<file path="src/rtl/priv_pkg.sv">
package priv_pkg;

    typedef enum logic [1:0] {
        MODE_FW  = 2'd0,
        MODE_APP = 2'd1,
        MODE_SYS = 2'd2
    } mode_t;

    localparam int ADDR_W = 8;
    localparam int DATA_W = 32;

    localparam logic [ADDR_W-1:0] A_UID0    = 8'h00;
    localparam logic [ADDR_W-1:0] A_UID1    = 8'h01;
    localparam logic [ADDR_W-1:0] A_CFG_ID  = 8'h08;
    localparam int                CFG_WORDS = 8;
    localparam logic [ADDR_W-1:0] A_SCR_ADR = 8'h10;
    localparam logic [ADDR_W-1:0] A_SCR_DAT = 8'h11;
    localparam logic [ADDR_W-1:0] A_SPI_CTL = 8'h18;

    localparam int SCR_ADDR_W = 15;

endpackage

</file>
<file path="src/rtl/priv_mode_fsm.sv">
module priv_mode_fsm
    import priv_pkg::*;
#(
    parameter logic [31:0] APP_START = 32'h4000_0000
) (
    input  logic        clk,
    input  logic        rst_n,
    input  logic        fetch_valid,
    input  logic [31:0] fetch_addr,
    input  logic        acc_hi,
    output mode_t       mode,
    output logic        in_fw,
    output logic        in_app
);

    mode_t state_q, state_d;
    logic  app_fetch;

    assign app_fetch = fetch_valid && (fetch_addr == APP_START);

    // state register
    always_ff @(posedge clk) begin
        if (!rst_n) state_q <= MODE_FW;
        else        state_q <= state_d;
    end

    // transitions: FW_TO_APP, APP_TO_SYS, SYS_TO_APP
    always_comb begin
        state_d = state_q;
        unique case (state_q)
            MODE_FW:  if (app_fetch) state_d = MODE_APP;
            MODE_APP: if (acc_hi)    state_d = MODE_SYS;
            MODE_SYS: if (!acc_hi)   state_d = MODE_APP;
            default:                 state_d = MODE_FW;
        endcase
    end

    // outputs
    always_comb begin
        mode   = state_q;
        in_fw  = 1'b0;
        in_app = 1'b0;
        unique case (state_q)
            MODE_FW:  in_fw  = 1'b1;
            MODE_APP: in_app = 1'b1;
            MODE_SYS: ;
            default:  ;
        endcase
    end

    // firmware is left only forward
    a_r2_no_return_fw: assert property (@(posedge clk) disable iff (!rst_n)
        (state_q != MODE_FW) |=> (state_q != MODE_FW));

    // a fetch from elsewhere keeps firmware
    a_r2_wrong_fetch: assert property (@(posedge clk) disable iff (!rst_n)
        (state_q == MODE_FW && !(fetch_valid && fetch_addr == APP_START)) |=> (state_q == MODE_FW));

    // dropping the access level leaves syscall
    a_r3_sys_exit: assert property (@(posedge clk) disable iff (!rst_n)
        (state_q == MODE_SYS && !acc_hi) |=> (state_q == MODE_APP));

    // raising it in application enters syscall
    a_r3_sys_enter: assert property (@(posedge clk) disable iff (!rst_n)
        (state_q == MODE_APP && acc_hi) |=> (state_q == MODE_SYS));

endmodule

</file>
<file path="src/rtl/priv_spi_gate.sv">
module priv_spi_gate
    import priv_pkg::*;
(
    input  logic  clk,
    input  logic  rst_n,
    input  mode_t mode,
    input  logic  en_req,
    output logic  spi_en
);

    always_comb begin
        unique case (mode)
            MODE_FW:  spi_en = en_req;
            MODE_SYS: spi_en = en_req;
            MODE_APP: spi_en = 1'b0;
            default:  spi_en = 1'b0;
        endcase
    end

    // entering application mode silences the master at that edge
    a_r7_app_idle: assert property (@(posedge clk) disable iff (!rst_n)
        $rose(mode == MODE_APP) |-> !spi_en);

endmodule

</file>
<file path="src/rtl/priv_reg_bank.sv">
module priv_reg_bank
    import priv_pkg::*;
#(
    parameter logic [DATA_W-1:0] UID_W0 = 32'hA5C3_0011,
    parameter logic [DATA_W-1:0] UID_W1 = 32'h5A3C_0022
) (
    input  logic                  clk,
    input  logic                  rst_n,
    input  logic                  cs,
    input  logic                  we,
    input  logic [ADDR_W-1:0]     addr,
    input  logic [DATA_W-1:0]     wdata,
    input  logic                  in_fw,
    output logic [DATA_W-1:0]     rdata,
    output logic                  spi_req,
    output logic [SCR_ADDR_W-1:0] scr_addr_key,
    output logic [DATA_W-1:0]     scr_data_key
);

    localparam int IDX_W = $clog2(CFG_WORDS);

    logic                           wr, rd;
    logic                           hit_cfg;
    logic [IDX_W-1:0]               cfg_idx;
    logic [ADDR_W-1:0]              cfg_off;
    logic [CFG_WORDS-1:0][DATA_W-1:0] cfg_q;
    logic [SCR_ADDR_W-1:0]          scr_a_q;
    logic [DATA_W-1:0]              scr_d_q;
    logic                           spi_q;
    logic [DATA_W-1:0]              rd_d, rd_q;
    logic                           unused_wbits;

    assign wr      = cs && we;
    assign rd      = cs && !we;
    assign cfg_off = addr - A_CFG_ID;
    assign hit_cfg = (addr >= A_CFG_ID) && (cfg_off < ADDR_W'(CFG_WORDS));
    assign cfg_idx = cfg_off[IDX_W-1:0];
    assign unused_wbits = ^{cfg_off[ADDR_W-1:IDX_W]};

    // configuration identity: one word per generate slot
    for (genvar g = 0; g < CFG_WORDS; g++) begin : g_cfg
        always_ff @(posedge clk) begin
            if (!rst_n)
                cfg_q[g] <= '0;
            else if (wr && in_fw && hit_cfg && cfg_idx == IDX_W'(g))
                cfg_q[g] <= wdata;
        end
    end

    // scrambling keys, firmware-only writes
    always_ff @(posedge clk) begin
        if (!rst_n) begin
            scr_a_q <= '0;
            scr_d_q <= '0;
        end else if (wr && in_fw) begin
            if (addr == A_SCR_ADR) scr_a_q <= wdata[SCR_ADDR_W-1:0];
            if (addr == A_SCR_DAT) scr_d_q <= wdata;
        end
    end

    // SPI control bit, open in every mode
    always_ff @(posedge clk) begin
        if (!rst_n)                       spi_q <= 1'b0;
        else if (wr && addr == A_SPI_CTL) spi_q <= wdata[0];
    end

    // read mux
    always_comb begin
        rd_d = '0;
        if (rd) begin
            if (addr == A_UID0 && in_fw)  rd_d = UID_W0;
            else if (addr == A_UID1 && in_fw) rd_d = UID_W1;
            else if (hit_cfg)             rd_d = cfg_q[cfg_idx];
            else if (addr == A_SPI_CTL)   rd_d = {{(DATA_W-1){1'b0}}, spi_q};
        end
    end

    always_ff @(posedge clk) begin
        if (!rst_n) rd_q <= '0;
        else        rd_q <= rd_d;
    end

    assign rdata        = rd_q;
    assign spi_req      = spi_q;
    assign scr_addr_key = scr_a_q;
    assign scr_data_key = scr_d_q;

    // identity words are frozen outside firmware
    a_r5_cfg_locked: assert property (@(posedge clk) disable iff (!rst_n)
        !in_fw |=> $stable(cfg_q));

    // keys are frozen outside firmware
    a_r6_keys_locked: assert property (@(posedge clk) disable iff (!rst_n)
        !in_fw |=> ($stable(scr_a_q) && $stable(scr_d_q)));

    // keys never leak onto the bus
    a_r6_keys_hidden: assert property (@(posedge clk) disable iff (!rst_n)
        (rd && (addr == A_SCR_ADR || addr == A_SCR_DAT)) |=> (rdata == '0));

    // device identity hidden outside firmware
    a_r4_uid_hidden: assert property (@(posedge clk) disable iff (!rst_n)
        (rd && !in_fw && (addr == A_UID0 || addr == A_UID1)) |=> (rdata == '0));

    // no read, no data
    a_r8_idle_zero: assert property (@(posedge clk) disable iff (!rst_n)
        !rd |=> (rdata == '0));

endmodule

</file>
<file path="src/rtl/priv_csr_gate.sv">
module priv_csr_gate
    import priv_pkg::*;
#(
    parameter logic [31:0] APP_START = 32'h4000_0000,
    parameter logic [31:0] UID_W0    = 32'hA5C3_0011,
    parameter logic [31:0] UID_W1    = 32'h5A3C_0022
) (
    input  logic        clk,
    input  logic        rst_n,
    input  logic        cs,
    input  logic        we,
    input  logic [7:0]  addr,
    input  logic [31:0] wdata,
    output logic [31:0] rdata,
    input  logic        fetch_valid,
    input  logic [31:0] fetch_addr,
    input  logic        acc_hi,
    output logic        spi_en,
    output logic [14:0] scr_addr_key,
    output logic [31:0] scr_data_key,
    output logic [1:0]  mode
);

    mode_t cur_mode;
    logic  in_fw, in_app, spi_req;

    priv_mode_fsm #(.APP_START(APP_START)) u_fsm (
        .clk(clk), .rst_n(rst_n),
        .fetch_valid(fetch_valid), .fetch_addr(fetch_addr), .acc_hi(acc_hi),
        .mode(cur_mode), .in_fw(in_fw), .in_app(in_app)
    );

    priv_reg_bank #(.UID_W0(UID_W0), .UID_W1(UID_W1)) u_bank (
        .clk(clk), .rst_n(rst_n),
        .cs(cs), .we(we), .addr(addr), .wdata(wdata),
        .in_fw(in_fw), .rdata(rdata), .spi_req(spi_req),
        .scr_addr_key(scr_addr_key), .scr_data_key(scr_data_key)
    );

    priv_spi_gate u_spi (
        .clk(clk), .rst_n(rst_n), .mode(cur_mode), .en_req(spi_req), .spi_en(spi_en)
    );

    assign mode = cur_mode;

    // a firmware-mode write in the cycle of the application fetch still lands
    a_r9_old_mode_rules: assert property (@(posedge clk) disable iff (!rst_n)
        (in_fw && cs && we && addr == A_SCR_DAT) |=> (scr_data_key == $past(wdata)));

    // application state and an enabled master never coexist
    a_r7_no_app_spi: assert property (@(posedge clk) disable iff (!rst_n)
        in_app |-> !spi_en);

endmodule

</file>
<file path="config.mk">
export PLATFORM = sky130hd
export DESIGN_NAME = priv_csr_gate
export DESIGN_NICKNAME = d
export VERILOG_FILES = /design/src/rtl/priv_pkg.sv /design/src/rtl/priv_mode_fsm.sv /design/src/rtl/priv_spi_gate.sv /design/src/rtl/priv_reg_bank.sv /design/src/rtl/priv_csr_gate.sv
export SDC_FILE = /design/constraint.sdc
export NUM_CORES = 1
export LEC_CHECK = 0
export BUFFER_PORTS_ARGS = -buffer_cell sky130_fd_sc_hd__buf_2
export CAP_MARGIN = 10
export CORE_ASPECT_RATIO = 0.7
export CORE_MARGIN = 8
export CORE_UTILIZATION = 45
export CTS_CLUSTER_SIZE = 30
export DETAILED_ROUTE_END_ITERATION = 8
export PLACE_DENSITY = 0.68
export RECOVER_POWER = 100
export SLEW_MARGIN = 20
export SYNTH_ARGS = -nofsm -noshare
export SYNTH_HDL_FRONTEND = slang
export SYNTH_SLANG_ARGS = --single-unit
</file>
<file path="constraint.sdc">
create_clock -name clk -period 3.05 [get_ports clk]
set_input_delay 0.61 -clock clk [delete_from_list [all_inputs] [get_ports clk]]
set_output_delay 0.61 -clock clk [all_outputs]
set_load 0.02 [all_outputs]
</file>
### Yosys cells after proc, flatten, opt, wreduce, memory -nomap -nowiden

Cells that the tools add are included.

| storage, ports and cells | value |
|---|---|
| flip-flop bits (word level) | 338 |
| logic and storage cells | 78 |

| operators by class | value |
|---|---|
| $add $sub $neg | 1 |
| magnitude comparators | 3 |
| equality and inequality tests | 17 |
| mux-type cells | 12 |
| bitwise gates (word level) | 2 |
| reduce and logical (&&, ||, !) cells | 28 |

Operator list:

| kind | number |
|---|---|
| $mux 32 | 4 |
| $bmux 32 s3 | 1 |
| $eq 32x31->1 const B | 1 |
| $eq 8x5->1 const B | 3 |
| $logic_and 1x1->1 | 17 |
| $eq 3x3->1 const B | 4 |
| $eq 8x1->1 const B | 1 |
| $ge 8x4->1 const B | 1 |
| $logic_not 8->1 | 1 |
| $lt 8x4->1 const B | 1 |
| $sub 8x4->8 const B | 1 |
| $eq 3x2->1 const B | 2 |
| $mux 2 | 3 |
| $pmux 2 s3 | 1 |
| $reduce_and 2->1 | 3 |
| $lt 3x4->1 const B | 1 |
| $ne 2x2->1 const B | 2 |
| $reduce_or 4->1 | 1 |
| $eq 3x1->1 const B | 1 |
| $logic_not 3->1 | 1 |
| $mux 1 | 3 |
| $reduce_and 3->1 | 1 |
| $reduce_or 3->1 | 1 |
| $eq 2x1->1 const B | 1 |
| other kinds (6) | 7 |

### Longest topological paths before layout

| logic depth | value |
|---|---|
| depth after elaboration | 6 |
| gate-level depth with buffers | 10 |
| gate-level depth less buffers | 6 |

### Cells and area by module

Synthesis repeated with hierarchy kept, for this count alone.

| unflattened totals | value |
|---|---|
| cell total of the unflattened synthesis | 1331 |
| area, all modules | 14640.3 um^2 |

Modules (own cells, without submodules):

| module | times used | cells an instance | area an instance (um^2) | sequential area each (um^2) |
|---|---|---|---|---|
| priv_reg_bank | 1 | 1310 | 14448.9 | 6726.5 |
| priv_mode_fsm | 1 | 20 | 177.7 | 40.0 |
| priv_spi_gate | 1 | 1 | 13.8 | 0.0 |

### Worst setup path before layout

Ideal clock, no wire load.

| timing path | value |
|---|---|
| path type | input port to flip-flop |
| start | input addr[3] |
| end | register u_bank.cfg_q[128] in the netlist's numbering |
| library setup time | 0.066 ns |
| arrival time | 2.042 ns |
| path slack | 0.942 ns |
| stages on the path | 10 |
| buffers on the path | 4 |
| cells stage by stage | inv_1 -> ha_1 -> nor4bb_1 -> buf_2 -> buf_4 -> and4_1 -> buf_6 -> buf_8 -> nand2_1 -> a21boi_2 |

| on the way | value |
|---|---|
| longest elaborated chain between the ends | 5 |

RTL lines:

| what | RTL line | source |
|---|---|---|
| from (decl) | priv_csr_gate.sv:12 | `input logic [7:0] addr,` |
| $sub 8x4->8 | priv_reg_bank.sv:35 | `assign cfg_off = addr - A_CFG_ID;` |
| $lt 8x4->1 | priv_reg_bank.sv:36 | `assign hit_cfg = (addr >= A_CFG_ID) && (cfg_off < ADDR_W'(CFG_WORDS));` |
| $logic_and 1x1->1 * | priv_reg_bank.sv:36 |  |
| $logic_and 1x1->1 * (2 in a row) | priv_reg_bank.sv:45 | `else if (wr && in_fw && hit_cfg && cfg_idx == IDX_W'(g))` |
| to (signal, indexed assignment) | priv_reg_bank.sv:46 | `cfg_q[g] <= wdata;` |
| to (decl) | priv_reg_bank.sv:26 | `logic [CFG_WORDS-1:0][DATA_W-1:0] cfg_q;` |

Every way passes the cells marked *; elsewhere a longest branch is shown, timed or not.
A chain may end at the register's enable or synchronous reset.

### Worst setup path in the final report

| timing path | value |
|---|---|
| start | register u_fsm.state_q[0] (netlist: u_fsm.mode[0]) |
| end | register u_bank.cfg_q[49] in the netlist's numbering |

| on the way | value |
|---|---|
| longest elaborated chain between the ends | 5 |

RTL lines:

| what | RTL line | source |
|---|---|---|
| from (decl) | priv_mode_fsm.sv:16 | `mode_t state_q, state_d;` |
| from (signal assigned) | priv_mode_fsm.sv:24 | `else state_q <= state_d;` |
| $logic_not 2->1 | priv_mode_fsm.sv:43 | `unique case (state_q)` |
| $mux 1 | priv_mode_fsm.sv:43 |  |
| $logic_and 1x1->1 (3 in a row) | priv_reg_bank.sv:45 |  |

No other way between the ends.

==> impl_metrics.yaml <==
outcome:
  status: "finished, violations left"
  violations: "max-slew violations"
floorplan:
  core_area_um2: 32500
  ios: 160
  row_count: 55
  die_w_um: 234
  fp.dieH_um: 168
  dieArea_um2: 39300
  start_util: 0.459
critical_path:
  reg2reg_from: "u_fsm.mode[0]$_SDFFE_PN0P_"
  worst-setup-path-type: "register to register"
  r2r-end: "u_bank.cfg_q[49]$_SDFFE_PN0P_"
  arrival_ns: 3.13
  critPathLaunchType: "register"
  cp_max_fo: 17
  rrSetupSlack_ns: 0.34
  required_ns: 3.47
  reg2reg_depth: 6
  end_kind: "register"
logic_synthesis:
  synth_edf_count: 0
  yosys_warnings: 0
  syn-cell-area_um2: 14900
  yosys.area.top_type_share: 0.454
  ys_seq_area_frac: 0.454
  synth_cell_type_count: 38
  synth_seq_cells: 338
  ys_async_sr_fraction: 0
  avgSynthCellArea_um2: 9.40
  netlist_instances: 1586
  synth.top_cells.by_area: "dfxtp_1 45%, nand2_1 15%, mux4_2 9.7%, a21boi_0 7.4%, mux2i_1 5.4%"
  netlist_top_cells_count: "596 x nand2_1, 338 x dfxtp_1, 147 x a21boi_0, 81 x mux2i_1, 79 x a21boi_1"
  synth.largest_area_cell: "dfxtp_1"
  synth.most_common_cell: "nand2_1"
  ys.flop_type: "dfxtp_1"
  synth_nets: 1665
routing:
  drc: 0
  avgRoutedWirePerCell_um: 19.3
  antenna_left: 0
  vias: 11600
  drt_first_pass_iters: 5
  via_per_inst: 5.44
  routed_wl_um: 41000
  drt_iter0_drc: 915
power:
  power_density_nw_per_um2: 545
  power.leakage_nw: 5.60
  vdd_ir_drop_max_mv: 0.311
finish:
  nets: 1753
  n_antenna_cell: 0
  drive_gt1_frac: 0.151
  area_growth_pct: 11.6
place:
  hpwl_um: 26600
  place_congestion: 0.796
  io_buffers: 159
clock_tree:
  cts_sinks: 338
  tritoncts: "built"
  cts_made_buffers: 34
  clock_path_buffers: 3
  htreeDepth: 2
  clk_pin_slew_ns: 0.06
  clk_latency_ns: 0.52
  post_cts.repair.setup_buffers: 0
  holdBufCountCts: 0
  root_buffer: "clkbuf_16"
  cts-resized-gates: 0
job:
  drv_cap: 0
global_route:
  grt_pass1_wl_um: 64800
  globalRouteTotalUtil: 0.204
  grt_max_degree: 162
  antenna_found_initial: 1
  grt_pass1_vias: 11300
  gr-total-overflow: 0
sta:
  worst_slew_pin_slew_ns: 1.51
  fin_skew_ns: 0.0190
  rsz0062_at_grt: "no"
  holdWs_ns: 0.313
  max_freq_mhz: 369
  timing.final.crit_share: 0.889
  setup_viol: 0
  slew_viol_final: 95
  min_period_ns: 2.71
  hold_viol_final: 0
  slew_headroom: -0.00705
  setup-tns-final_ns: 0
worst_hold_path:
  whs_endpoint: "u_fsm.mode[0]$_SDFFE_PN0P_"
  hold_path.class: "input pin to register"
  hp-start: "acc_hi"
  whs_path_depth: 2
## layout by cell type (no fill, tap or decap), types with 10 or more instances in the layout
cell	count
clkbuf_16	37
buf_2	75
nor2_1	14
dfxtp_1	338
a21boi_2	10
a21boi_0	235
nand2_1	596
a21boi_1	11
clkbuf_1	95
buf_4	43
mux4_2	64
mux2i_1	81
o21ai_0	19
nand4_1	12
## layer usage
metal / part of all wire / track usage
met4: 0.018 / 0.0502
met1: 0.45 / 0.283
met5: 0.00020 / 0
met3: 0.078 / 0.0390
met2: 0.45 / 0.326
## sequential cells by signal (all words and copies together) (netlist names)
| signal | count |
|---|---|
| u_bank.rdata | 32 |
| u_bank.scr_data_key | 32 |
| u_fsm.mode | 2 |
| u_bank.spi_req | 1 |
| u_bank.scr_addr_key | 15 |
| u_bank.cfg_q | 256 |
## cell families after synthesis
| family | synth area share |
|---|---|
| XOR/XNOR | 0.00118 |
| adder cells (fa/ha/maj) | 0.000839 |
| AO/OA/AOI/OAI | 0.144 |
| AND/OR/NAND/NOR | 0.180 |
| buffers and inverters | 0.0693 |
| multiplexers | 0.151 |
| flip-flops | 0.454 |
## stage by stage
step	utilization	instance area, um^2	std cells	total power, mW	setup slack (ns)
after global routing	0.512	16600	2125	9.37	0.311
after detailed placement	0.484	15700	2065	4.94	0.445
after floorplan	-	14900	1586	4.82	0.942
after global placement	0.484	15700	2065	4.93	0.509
final	0.512	16600	2125	9.07	0.339
after CTS	0.519	16800	2125	9.14	0.810
## cell type report
| cell class | count | area (um^2) |
|---|---|---|
| Clock inverter | 6 | 66.3 |
| Sequential cell | 338 | 6770 |
| Fill cell | 3017 | 15800 |
| Inverter | 2 | 7.51 |
| Multi-Input combinational cell | 1086 | 7040 |
| Timing Repair Buffer | 212 | 1160 |
| Clock buffer | 54 | 1060 |
| Tap cell | 427 | 534 |
## worst max path at each step
| stage | startpoint | end | cells past startpoint |
|---|---|---|---|
| 5_1_grt | u_fsm.mode[0]$_SDFFE_PN0P_ | u_bank.cfg_q[64]$_SDFFE_PN0P_ | 6 |
| 3_5_place_dp | addr[3] | u_bank.cfg_q[214]$_SDFFE_PN0P_ | 9 |
| 3_3_place_gp | addr[3] | u_bank.cfg_q[192]$_SDFFE_PN0P_ | 9 |
| 4_1_cts | u_fsm.mode[1]$_SDFFE_PN0P_ | u_bank.cfg_q[75]$_SDFFE_PN0P_ | 6 |
| 6_report | u_fsm.mode[0]$_SDFFE_PN0P_ | u_bank.cfg_q[49]$_SDFFE_PN0P_ | 6 |
| 2_1_floorplan | addr[3] | u_bank.cfg_q[128]$_SDFFE_PN0P_ | 10 |
## worst max-delay path, cell delays in order, from the launching register on
cell and delay (ns):
dfxtp_1 0.38, nor4bb_1 1.01, buf_4 0.33, and4_1 0.23, buf_4 0.32, nand2_1 0.12
a21boi_0 0.21
## where the power goes
group          internal (mW)  total (mW)  switching, mW
Clock                   2.48        4.24           1.76
Combinational          0.161       0.412          0.252
Sequential              4.42        4.42        0.00163
Total                   7.05        9.07           2.01
(Power assumes the default switching activity.)
